[src/rtl/phase_sweep_pkg.sv]
package phase_sweep_pkg;

  typedef enum logic [1:0] {
    ST_IDLE  = 2'd0,
    ST_ISSUE = 2'd1,
    ST_WAIT  = 2'd2
  } sweepState_t;

  typedef struct packed {
    logic loadInit;
    logic stepDown;
    logic endAtMin;
    logic endOnFail;
  } sweepStrobe_t;

endpackage

[src/rtl/sweep_dp.sv]
module sweep_dp
  import phase_sweep_pkg::*;
#(
  parameter int PHASE_W = 8,
  parameter int DATA_W  = 4
) (
  input  logic               clk,
  input  logic               rstN,
  input  sweepStrobe_t       strobe,
  input  logic [PHASE_W-1:0] initPhase,
  input  logic [PHASE_W-1:0] stepSize,
  input  logic [PHASE_W-1:0] minPhase,
  input  logic [DATA_W-1:0]  expectVal,
  input  logic [DATA_W-1:0]  capturedVal,
  output logic [PHASE_W-1:0] phaseCode,
  output logic               atMin,
  output logic               captureMatch,
  output logic [PHASE_W-1:0] result,
  output logic               overflowFlag,
  output logic               underflowFlag,
  output logic               valid
);

  localparam logic [PHASE_W-1:0] ONE_STEP = {{(PHASE_W-1){1'b0}}, 1'b1};

  logic [PHASE_W-1:0] phaseQ;
  logic [PHASE_W-1:0] minQ;
  logic [PHASE_W-1:0] stepQ;
  logic [PHASE_W-1:0] lastPassQ;
  logic               passedAnyQ;
  logic [PHASE_W-1:0] resultQ;
  logic               ovfQ;
  logic               unfQ;
  logic               validQ;

  logic [PHASE_W-1:0] headroom;
  logic [PHASE_W-1:0] nextPhase;
  logic [PHASE_W-1:0] firstPhase;
  logic [PHASE_W-1:0] stepEff;

  assign firstPhase = (initPhase < minPhase) ? minPhase : initPhase;
  assign stepEff    = (stepSize == '0) ? ONE_STEP : stepSize;
  assign headroom   = phaseQ - minQ;
  assign nextPhase  = (headroom > stepQ) ? (phaseQ - stepQ) : minQ;

  assign atMin        = (phaseQ <= minQ);
  assign captureMatch = (capturedVal == expectVal);

  always_ff @(posedge clk) begin
    if (!rstN) begin
      phaseQ     <= '0;
      minQ       <= '0;
      stepQ      <= ONE_STEP;
      lastPassQ  <= '0;
      passedAnyQ <= 1'b0;
      resultQ    <= '0;
      ovfQ       <= 1'b0;
      unfQ       <= 1'b0;
      validQ     <= 1'b0;
    end else begin
      validQ <= 1'b0;
      if (strobe.loadInit) begin
        phaseQ     <= firstPhase;
        minQ       <= minPhase;
        stepQ      <= stepEff;
        lastPassQ  <= '0;
        passedAnyQ <= 1'b0;
      end
      if (strobe.stepDown) begin
        lastPassQ  <= phaseQ;
        passedAnyQ <= 1'b1;
        phaseQ     <= nextPhase;
      end
      if (strobe.endAtMin) begin
        resultQ <= phaseQ;
        ovfQ    <= 1'b0;
        unfQ    <= 1'b1;
        validQ  <= 1'b1;
      end
      if (strobe.endOnFail) begin
        resultQ <= passedAnyQ ? lastPassQ : '0;
        ovfQ    <= !passedAnyQ;
        unfQ    <= 1'b0;
        validQ  <= 1'b1;
      end
    end
  end

  assign phaseCode     = phaseQ;
  assign result        = resultQ;
  assign overflowFlag  = ovfQ;
  assign underflowFlag = unfQ;
  assign valid         = validQ;

endmodule

[src/rtl/sweep_fsm.sv]
module sweep_fsm
  import phase_sweep_pkg::*;
(
  input  logic         clk,
  input  logic         rstN,
  input  logic         start,
  input  logic         testDone,
  input  logic         atMin,
  input  logic         captureMatch,
  output sweepStrobe_t strobe,
  output logic         testStart
);

  sweepState_t stateQ;
  sweepState_t stateD;

  always_comb begin
    stateD = stateQ;
    strobe = '0;
    unique case (stateQ)
      ST_IDLE: begin
        if (start) begin
          strobe.loadInit = 1'b1;
          stateD          = ST_ISSUE;
        end
      end
      ST_ISSUE: stateD = ST_WAIT;
      ST_WAIT: begin
        if (testDone) begin
          if (!captureMatch) begin
            strobe.endOnFail = 1'b1;
            stateD           = ST_IDLE;
          end else if (atMin) begin
            strobe.endAtMin = 1'b1;
            stateD          = ST_IDLE;
          end else begin
            strobe.stepDown = 1'b1;
            stateD          = ST_ISSUE;
          end
        end
      end
      default: stateD = ST_IDLE;
    endcase
  end

  always_ff @(posedge clk) begin
    if (!rstN) stateQ <= ST_IDLE;
    else       stateQ <= stateD;
  end

  assign testStart = (stateQ == ST_ISSUE);

endmodule

[src/rtl/phase_sweep_ctrl.sv]
module phase_sweep_ctrl
  import phase_sweep_pkg::*;
#(
  parameter int PHASE_W = 8,
  parameter int DATA_W  = 4
) (
  input  logic               clk,
  input  logic               rstN,
  input  logic               start,
  input  logic [PHASE_W-1:0] initPhase,
  input  logic [PHASE_W-1:0] stepSize,
  input  logic [PHASE_W-1:0] minPhase,
  input  logic [DATA_W-1:0]  expectVal,
  input  logic [DATA_W-1:0]  capturedVal,
  input  logic               testDone,
  output logic [PHASE_W-1:0] phaseCode,
  output logic               testStart,
  output logic [PHASE_W-1:0] result,
  output logic               overflowFlag,
  output logic               underflowFlag,
  output logic               valid
);

  sweepStrobe_t strobe;
  logic         atMin;
  logic         captureMatch;

  sweep_fsm u_fsm (
    .clk          (clk),
    .rstN         (rstN),
    .start        (start),
    .testDone     (testDone),
    .atMin        (atMin),
    .captureMatch (captureMatch),
    .strobe       (strobe),
    .testStart    (testStart)
  );

  sweep_dp #(.PHASE_W(PHASE_W), .DATA_W(DATA_W)) u_dp (
    .clk           (clk),
    .rstN          (rstN),
    .strobe        (strobe),
    .initPhase     (initPhase),
    .stepSize      (stepSize),
    .minPhase      (minPhase),
    .expectVal     (expectVal),
    .capturedVal   (capturedVal),
    .phaseCode     (phaseCode),
    .atMin         (atMin),
    .captureMatch  (captureMatch),
    .result        (result),
    .overflowFlag  (overflowFlag),
    .underflowFlag (underflowFlag),
    .valid         (valid)
  );

endmodule

[config.mk]
export PLATFORM = sky130hd
export DESIGN_NAME = phase_sweep_ctrl
export DESIGN_NICKNAME = d
export VERILOG_FILES = /design/src/rtl/phase_sweep_pkg.sv /design/src/rtl/sweep_dp.sv /design/src/rtl/sweep_fsm.sv /design/src/rtl/phase_sweep_ctrl.sv
export SDC_FILE = /design/constraint.sdc
export NUM_CORES = 1
export LEC_CHECK = 0
export BUFFER_PORTS_ARGS = -buffer_cell sky130_fd_sc_hd__buf_2
export CORE_MARGIN = 3
export CORE_UTILIZATION = 35
export CTS_CLUSTER_SIZE = 28
export DETAILED_ROUTE_END_ITERATION = 7
export RECOVER_POWER = 100
export SETUP_SLACK_MARGIN = 0.15
export SYNTH_ARGS = -nofsm -noshare
export SYNTH_HDL_FRONTEND = slang
export SYNTH_HIERARCHICAL = 1
export SYNTH_SLANG_ARGS = --single-unit
[constraint.sdc]
create_clock -name clk -period 4.32 [get_ports clk]
set_clock_uncertainty 0.05 [all_clocks]
set_input_delay 0.864 -clock clk [delete_from_list [all_inputs] [get_ports clk]]
set_output_delay 0.864 -clock clk [all_outputs]
set_load 0.005 [all_outputs]
==> impl_results.rst, run 1 <==
.. list-table::
   :header-rows: 1

   * - Metric
     - Value
   * - Final critical-path setup slack
     - 0.663 ns
   * - Simple-gate share of the synthesized area
     - 0.205
   * - Synthesized-area fraction occupied by adder cells
     - 0.133
   * - Total power draw
     - 1170 µW
   * - Clock buffers created by TritonCTS
     - 5
   * - Mux cell area share after synthesis
     - 0.122
   * - Violation count after the first detailed-routing iteration
     - 121
   * - Worst slew margin relative to its limit
     - -0.285
   * - Count of max-cap constraint violations
     - 1
   * - Data arrival time of the critical path
     - 3.83 ns
   * - Clock transition at path regs
     - 0.08 ns
   * - Flops & latches, synth
     - 46
   * - Vertical die dimension
     - 101 µm
   * - Initial standard-cell utilization of the core
     - 0.370
   * - Area of placed instances
     - 3480 µm²
   * - Total grt overflow
     - 0
   * - Fraction of final layout cells with drive strength greater than 1
     - 0.154
   * - Core box area
     - 8460 µm²
   * - Final Net Count
     - 470
   * - Fill cell instance count of the final layout
     - 886
   * - Leakage power total
     - 0.00148 µW
   * - Critical path's largest stage delay
     - 0.46 ns
   * - Synthesized area
     - 3130 µm²
   * - Net count after synthesis
     - 423
   * - Number of rows created at floorplan
     - 33
   * - Buffer depth of the longest clock path
     - 2
   * - P&R area growth vs syn
     - 12.9%
   * - Commonest non-fill, non-tap cell in the layout
     - buf_2
   * - List of cells traversed by the critical path
     - inv_1, ha_1, inv_1, fa_1, a21o_1, a21oi_1, nor2b_1, o21a_1, o21ai_0, o21a_1, ha_1, nand2_1, o21ai_0, o22ai_2, mux2_1, o21ai_1
   * - Cell count after synthesis
     - 355
   * - Path class of the lowest-slack min-delay path
     - reg2reg
   * - Largest family of logic cells by synthesized area
     - simple AND/OR/NAND/NOR gates
   * - Number of global-route vias before repair
     - 2366
   * - Yosys cell types
     - 48
   * - Total number of vias
     - 2601
   * - Slowest library cell on the worst path
     - o22ai_2
   * - Ports placed on the boundary
     - 56
   * - Fin Setup TNS
     - 0 ns
   * - Length in cells of the worst reg-to-reg path
     - 16
   * - Final number of max-transition violations
     - 42
   * - Status
     - complete, but fails checks
   * - Vias per Instance
     - 5.13
   * - Top post-synthesis cells by area
     - dfxtp_1 29%, ha_1 12%, mux2i_1 12%, nor2b_1 6.4%, inv_1 3.1%
   * - Data required time at the worst endpoint
     - 4.50 ns
   * - Critical path capture point type
     - flop
   * - Wire length per cell
     - 14.0 µm
   * - Kind of critical path
     - reg2reg
   * - Overall routed net length
     - 7110 µm
   * - Antenna diode count
     - 0
   * - Antenna violations before repair
     - 0
   * - Synth Area per Inst
     - 8.83 µm²
   * - Shortest clock period the worst path allows after layout
     - 3.66 ns
   * - TritonCTS clock tree
     - built
   * - Fmax achieved
     - 0.273 GHz
   * - Global-route wire length before repair
     - 11600 µm
   * - Fraction of registers with async set/reset
     - 0
   * - Sequential fraction of the synthesis area
     - 0.294
   * - IR drop worst, VDD
     - 144 µV
   * - Synthesized-area fraction occupied by ao, oa, aoi and oai cells
     - 0.154
   * - Pre-CTS setup slack
     - 0.822 ns
   * - Final hold viol count
     - 0
   * - Root buffer selected by CTS
     - clkbuf_8
   * - Number of sinks on the clock net
     - 46
   * - Number of setup buffers added after CTS
     - 0
   * - Final weighted congestion of routability-driven global placement
     - 0.779
   * - Clk_lat worst skew
     - 0.30 ns
   * - Crit path max fanout
     - 9
   * - Pre-antenna DRT Iters
     - 4
   * - Failing checks
     - max-capacitance violations, max-slew violations
   * - Post-Route Utilization
     - 0.418
   * - GRT Total Usage
     - 0.142
   * - Pin count of the biggest net entering global routing
     - 42
   * - Worst Hold Depth
     - 2
   * - XOR/XNOR share of the synthesized area
     - 0.0391
   * - Transition at the pin with the smallest max-transition slack
     - 1.93 ns
   * - Period utilisation layout
     - 0.847
   * - Number of port buffers
     - 55
   * - Cell taking the most area after synthesis
     - dfxtp_1
   * - Type of element launching the critical path
     - flop
   * - Die Wd
     - 101 µm
   * - Post-cts resize count
     - 0
   * - Most frequent cells in the layout
     - 47 x buf_2, 46 x dfxtp_1, 37 x mux2i_1
   * - Ys Warns
     - 6
   * - Total die area
     - 10100 µm²
   * - Final Cell Area
     - 3540 µm²
   * - Count of hold-fix buffers inserted at cts
     - 0
   * - Setup-violating endpoint count in the final report
     - 0
   * - Unrepaired setup endpoints after global routing
     - no
   * - H-tree levels
     - 2
   * - Ratio of total power to cell area
     - 330 nW/µm²
   * - Total DRC errors in the routed layout
     - 0
   * - Final ANT Viol Nets
     - 0
   * - Post-detailed-placement half-perimeter wirelength
     - 5510 µm
   * - Predominant post-synthesis flop cell
     - dfxtp_1
   * - Portion of synthesized cell area occupied by the leading cell type
     - 0.294
   * - Number of enable-type register cells in the synthesized netlist
     - 0
cell type report:
type                    count  area, µm²  area share
clock buffers               6       72.6      0.0205
clock inverters             1       7.51     0.00212
inverters                  26       97.6      0.0276
multi-input cells         267       2040       0.576
flip-flops and latches     46        921       0.260
well taps                 105        131      0.0372
repair buffers             56        269      0.0761
logic make-up (layout without fill, tap and decap cells):
kind of cell	after synthesis	after routing
and+or+nand+nor	110	110
AOI/OAI and AO/OA	73	73
DFF	46	46
buffers and inverters	42	89
muxes	38	38
adders and majority gates	32	32
xor gates and xnor gates	14	14
sequential cells by signal (all words and copies together) (netlist names):
signal and flops:
u_dp/lastPassQ 8, u_dp/minQ 8, u_dp/phaseCode 8, u_dp/result 8
u_dp/stepQ 8, u_fsm/stateQ 2, u_dp/overflowFlag 1, u_dp/passedAnyQ 1
u_dp/underflowFlag 1, u_dp/valid 1
Yosys cell counts (3+ instances only):
master	number
nand3_1	9
nand4_1	4
nand2_1	8
nor2_1	18
ha_1	30
mux2i_1	37
a21oi_1	18
o21ai_0	15
and2_1	8
xor2_1	7
inv_1	26
nand2b_1	3
clkbuf_1	13
nor3_1	3
nor2b_1	32
xnor2_1	7
nor3b_1	10
o21ai_1	8
dfxtp_1	46
a211o_1	8
o21a_1	8
worst max-delay path, delay by kind of cell, from the launching register on:
family / cells / cell delay (ns)
buffers and inverters: 2 / 0.17
flip-flops: 1 / 0.38
multiplexers: 1 / 0.38
adder cells (fa/ha/maj): 3 / 0.80
AND/OR/NAND/NOR: 2 / 0.15
AO/OA/AOI/OAI: 8 / 1.67
stage by stage:
step	instances	hold WS (ns)
finish	507	0.444
floorplan	355	0.433
detailed placement	500	0.436
CTS	507	0.449
global route	507	0.497
global placement	500	0.431
worst paths after layout:
kind	from	endpoint	slack [ns]
setup reg to reg	u_dp/phaseCode[0]	u_dp/phaseCode[1]	0.66
setup / recovery	u_dp/phaseCode[0]	u_dp/phaseCode[1]	0.66
hold / removal	u_dp/underflowFlag	u_dp/underflowFlag	0.44
hold reg to reg	u_dp/underflowFlag	u_dp/underflowFlag	0.44
metal layers:
metal / track usage / wire (µm)
met1: 0.196 / 3290
met2: 0.226 / 3380
met3: 0.0263 / 353
met4: 0.0363 / 89
met5: 0 / 0
power breakdown:
part	switching (µW)	internal [µW]	leakage (µW)
clock network	143	111	0.0000373
logic	233	212	0.00106
registers	25.5	443	0.000376
total	401	766	0.00148
Note: power is estimated with default switching activity, not from simulation.
==> run 2, diff against run 1 <==
clock period = 3.5 ns   (was 4.32 ns; I/O delays follow)
==> run 2 against run 1 <==
Against the previous run:
- fmax up 10%
- the run now ends clean
- power up 37%
- largest power group is now combinational logic
- clock power up 32%
- final cell count up 3.4%
==> impl_results.rst, run 2 (synthesis results as in run 1) <==
.. list-table::
   :header-rows: 1

   * - Metric
     - Value
   * - Status
     - complete, no violations
   * - Pre-antenna DRT Iters
     - 4
   * - Worst slew margin relative to its limit
     - 0.0530
   * - Final Cell Area
     - 3710 µm²
   * - Ratio of total power to cell area
     - 430 nW/µm²
   * - Unrepaired setup endpoints after global routing
     - no
   * - Area of placed instances
     - 3540 µm²
   * - Vias per Instance
     - 5.16
   * - Worst reg2reg path startpoint
     - u_dp/phaseCode[0]
   * - Root buffer selected by CTS
     - clkbuf_8
   * - Data required time at the worst endpoint
     - 3.66 ns
   * - Number of port buffers
     - 55
   * - Period utilisation layout
     - 0.946
   * - Wire length per cell
     - 14.6 µm
   * - Violation count after the first detailed-routing iteration
     - 102
   * - Fraction of final layout cells with drive strength greater than 1
     - 0.205
   * - Setup-violating endpoint count in the final report
     - 0
   * - Total number of vias
     - 2702
   * - H-tree levels
     - 2
   * - Data arrival time of the critical path
     - 3.47 ns
   * - Ports placed on the boundary
     - 56
   * - IR drop worst, VDD
     - 196 µV
   * - Crit path max fanout
     - 4
   * - Core box area
     - 8460 µm²
   * - Length in cells of the worst reg-to-reg path
     - 16
   * - Shortest clock period the worst path allows after layout
     - 3.31 ns
   * - Pre-CTS setup slack
     - 0.0496 ns
   * - Sum of buffers and inverters on the critical path
     - 4
   * - Initial standard-cell utilization of the core
     - 0.370
   * - Most frequent cells in the layout
     - 52 x buf_2, 45 x dfxtp_1, 37 x mux2i_1
   * - Pin count of the biggest net entering global routing
     - 41
   * - Fmax achieved
     - 0.302 GHz
   * - Leakage power total
     - 0.00157 µW
   * - End point of the most critical hold path
     - u_dp/underflowFlag
   * - Worst Hold Depth
     - 2
   * - Kind of cell with the highest combined delay on the critical path
     - compound AO/OA/AOI/OAI gates
   * - Clock buffers created by TritonCTS
     - 5
   * - Antenna violations before repair
     - 0
   * - Critical path capture point type
     - flop
   * - Total power draw
     - 1600 µW
   * - Fin Setup TNS
     - 0 ns
   * - Die Wd
     - 101 µm
   * - Count of max-cap constraint violations
     - 0
   * - TritonCTS clock tree
     - built
   * - Count of hold-fix buffers inserted at cts
     - 0
   * - FF-to-FF End
     - u_dp/phaseCode[7]
   * - P&R area growth vs syn
     - 18.6%
   * - Vertical die dimension
     - 101 µm
   * - Total grt overflow
     - 0
   * - Post-detailed-placement half-perimeter wirelength
     - 5650 µm
   * - Total die area
     - 10100 µm²
   * - Path class of the lowest-slack min-delay path
     - reg2reg
   * - Transition at the pin with the smallest max-transition slack
     - 1.42 ns
   * - Type of element launching the critical path
     - flop
   * - Total DRC errors in the routed layout
     - 0
   * - Worst hold path startpoint
     - u_dp/underflowFlag
   * - Antenna diode count
     - 0
   * - Kind of critical path
     - reg2reg
   * - Number of global-route vias before repair
     - 2463
   * - Buffer depth of the longest clock path
     - 2
   * - Final hold viol count
     - 0
   * - FF-to-FF setup slack
     - 0.19 ns
   * - Clock transition at path regs
     - 0.09 ns
   * - Final Net Count
     - 486
   * - Slowest library cell on the worst path
     - fa_2
   * - Final number of max-transition violations
     - 0
   * - GRT Total Usage
     - 0.148
   * - Final ANT Viol Nets
     - 0
   * - Final weighted congestion of routability-driven global placement
     - 0.838
   * - Number of sinks on the clock net
     - 46
   * - Overall routed net length
     - 7660 µm
   * - Commonest non-fill, non-tap cell in the layout
     - buf_2
   * - List of cells traversed by the critical path
     - inv_4, ha_4, inv_2, fa_2, a21o_1, a21oi_1, nor2b_1, o21a_1, o21a_1, ha_1, nand4_1, buf_6, o22ai_4, buf_6, nor2_1, a211o_1
   * - Number of rows created at floorplan
     - 33
   * - Critical path's largest stage delay
     - 0.38 ns
   * - Final critical-path setup slack
     - 0.188 ns
   * - Global-route wire length before repair
     - 11900 µm
   * - Clk_lat worst skew
     - 0.31 ns
run 2: metal layers:
layer  global-route usage  up-vias  wire length, µm
met5                    0        -                0
met1                0.192     1254             3530
li1                     -     1377                -
met2                0.256       65             3700
met4               0.0342        0               61
met3               0.0249        6              366
run 2: how the worst max path moves through the flow:
stage	from	end	slack [ns]	cells after the start
global route	u_dp/phaseCode[0]	u_dp/phaseCode[4]	0.04	16
floorplan	u_dp/phaseCode[0]	u_dp/phaseCode[7]	0.32	15
global placement	u_dp/phaseCode[0]	u_dp/phaseCode[1]	0.15	16
detailed placement	u_dp/phaseCode[0]	u_dp/phaseCode[7]	0.05	15
finish	u_dp/phaseCode[0]	u_dp/phaseCode[7]	0.19	16
CTS	u_dp/phaseCode[0]	u_dp/phaseCode[7]	0.12	15
run 2: what timing repair did:
| action | 4_1_cts | 5_1_grt |
|---|---|---|
| pin swaps | 2 | 6 |
| endpoints found under the setup margin | 8 | 17 |
| gates resized for setup | 3 | 19 |
| hold endpoints to repair | 0 | 0 |
| cloned | 1 | 0 |
| buffers inserted | 4 | 3 |
run 2: cell type report:
class,count,area (µm²)
Clock buffer,6,72.6
Clock inverter,2,13.8
Fill cell,865,4750
Inverter,26,100
Multi-Input combinational cell,268,2100
Sequential cell,46,922
Tap cell,105,131
Timing Repair Buffer,71,377
run 2: worst register-to-register path: stages, from the launching register on:
cell,delay [ns]
dfxtp_1,0.36
inv_4,0.08
ha_4,0.14
inv_2,0.05
fa_2,0.38
a21o_1,0.17
a21oi_1,0.19
nor2b_1,0.08
o21a_1,0.21
o21a_1,0.19
ha_1,0.29
nand4_1,0.18
buf_6,0.20
o22ai_4,0.21
buf_6,0.15
nor2_1,0.04
a211o_1,0.26
run 2: report_power, final:
group | switching, µW | total, µW | leakage (µW) | internal [µW]
logic | 358 | 694 | 0.00115 | 336
clock network | 194 | 335 | 0.0000452 | 141
registers | 20.8 | 568 | 0.000376 | 547
total | 573 | 1600 | 0.00157 | 1020
run 2: metrics by stage:
step / util / hold WS (ns) / cells
after floorplan: - / 0.433 / 355
after global placement: 0.419 / 0.433 / 508
after detailed placement: 0.419 / 0.438 / 508
after CTS: 0.435 / 0.452 / 521
after global routing: 0.439 / 0.497 / 524
final: 0.439 / 0.458 / 524
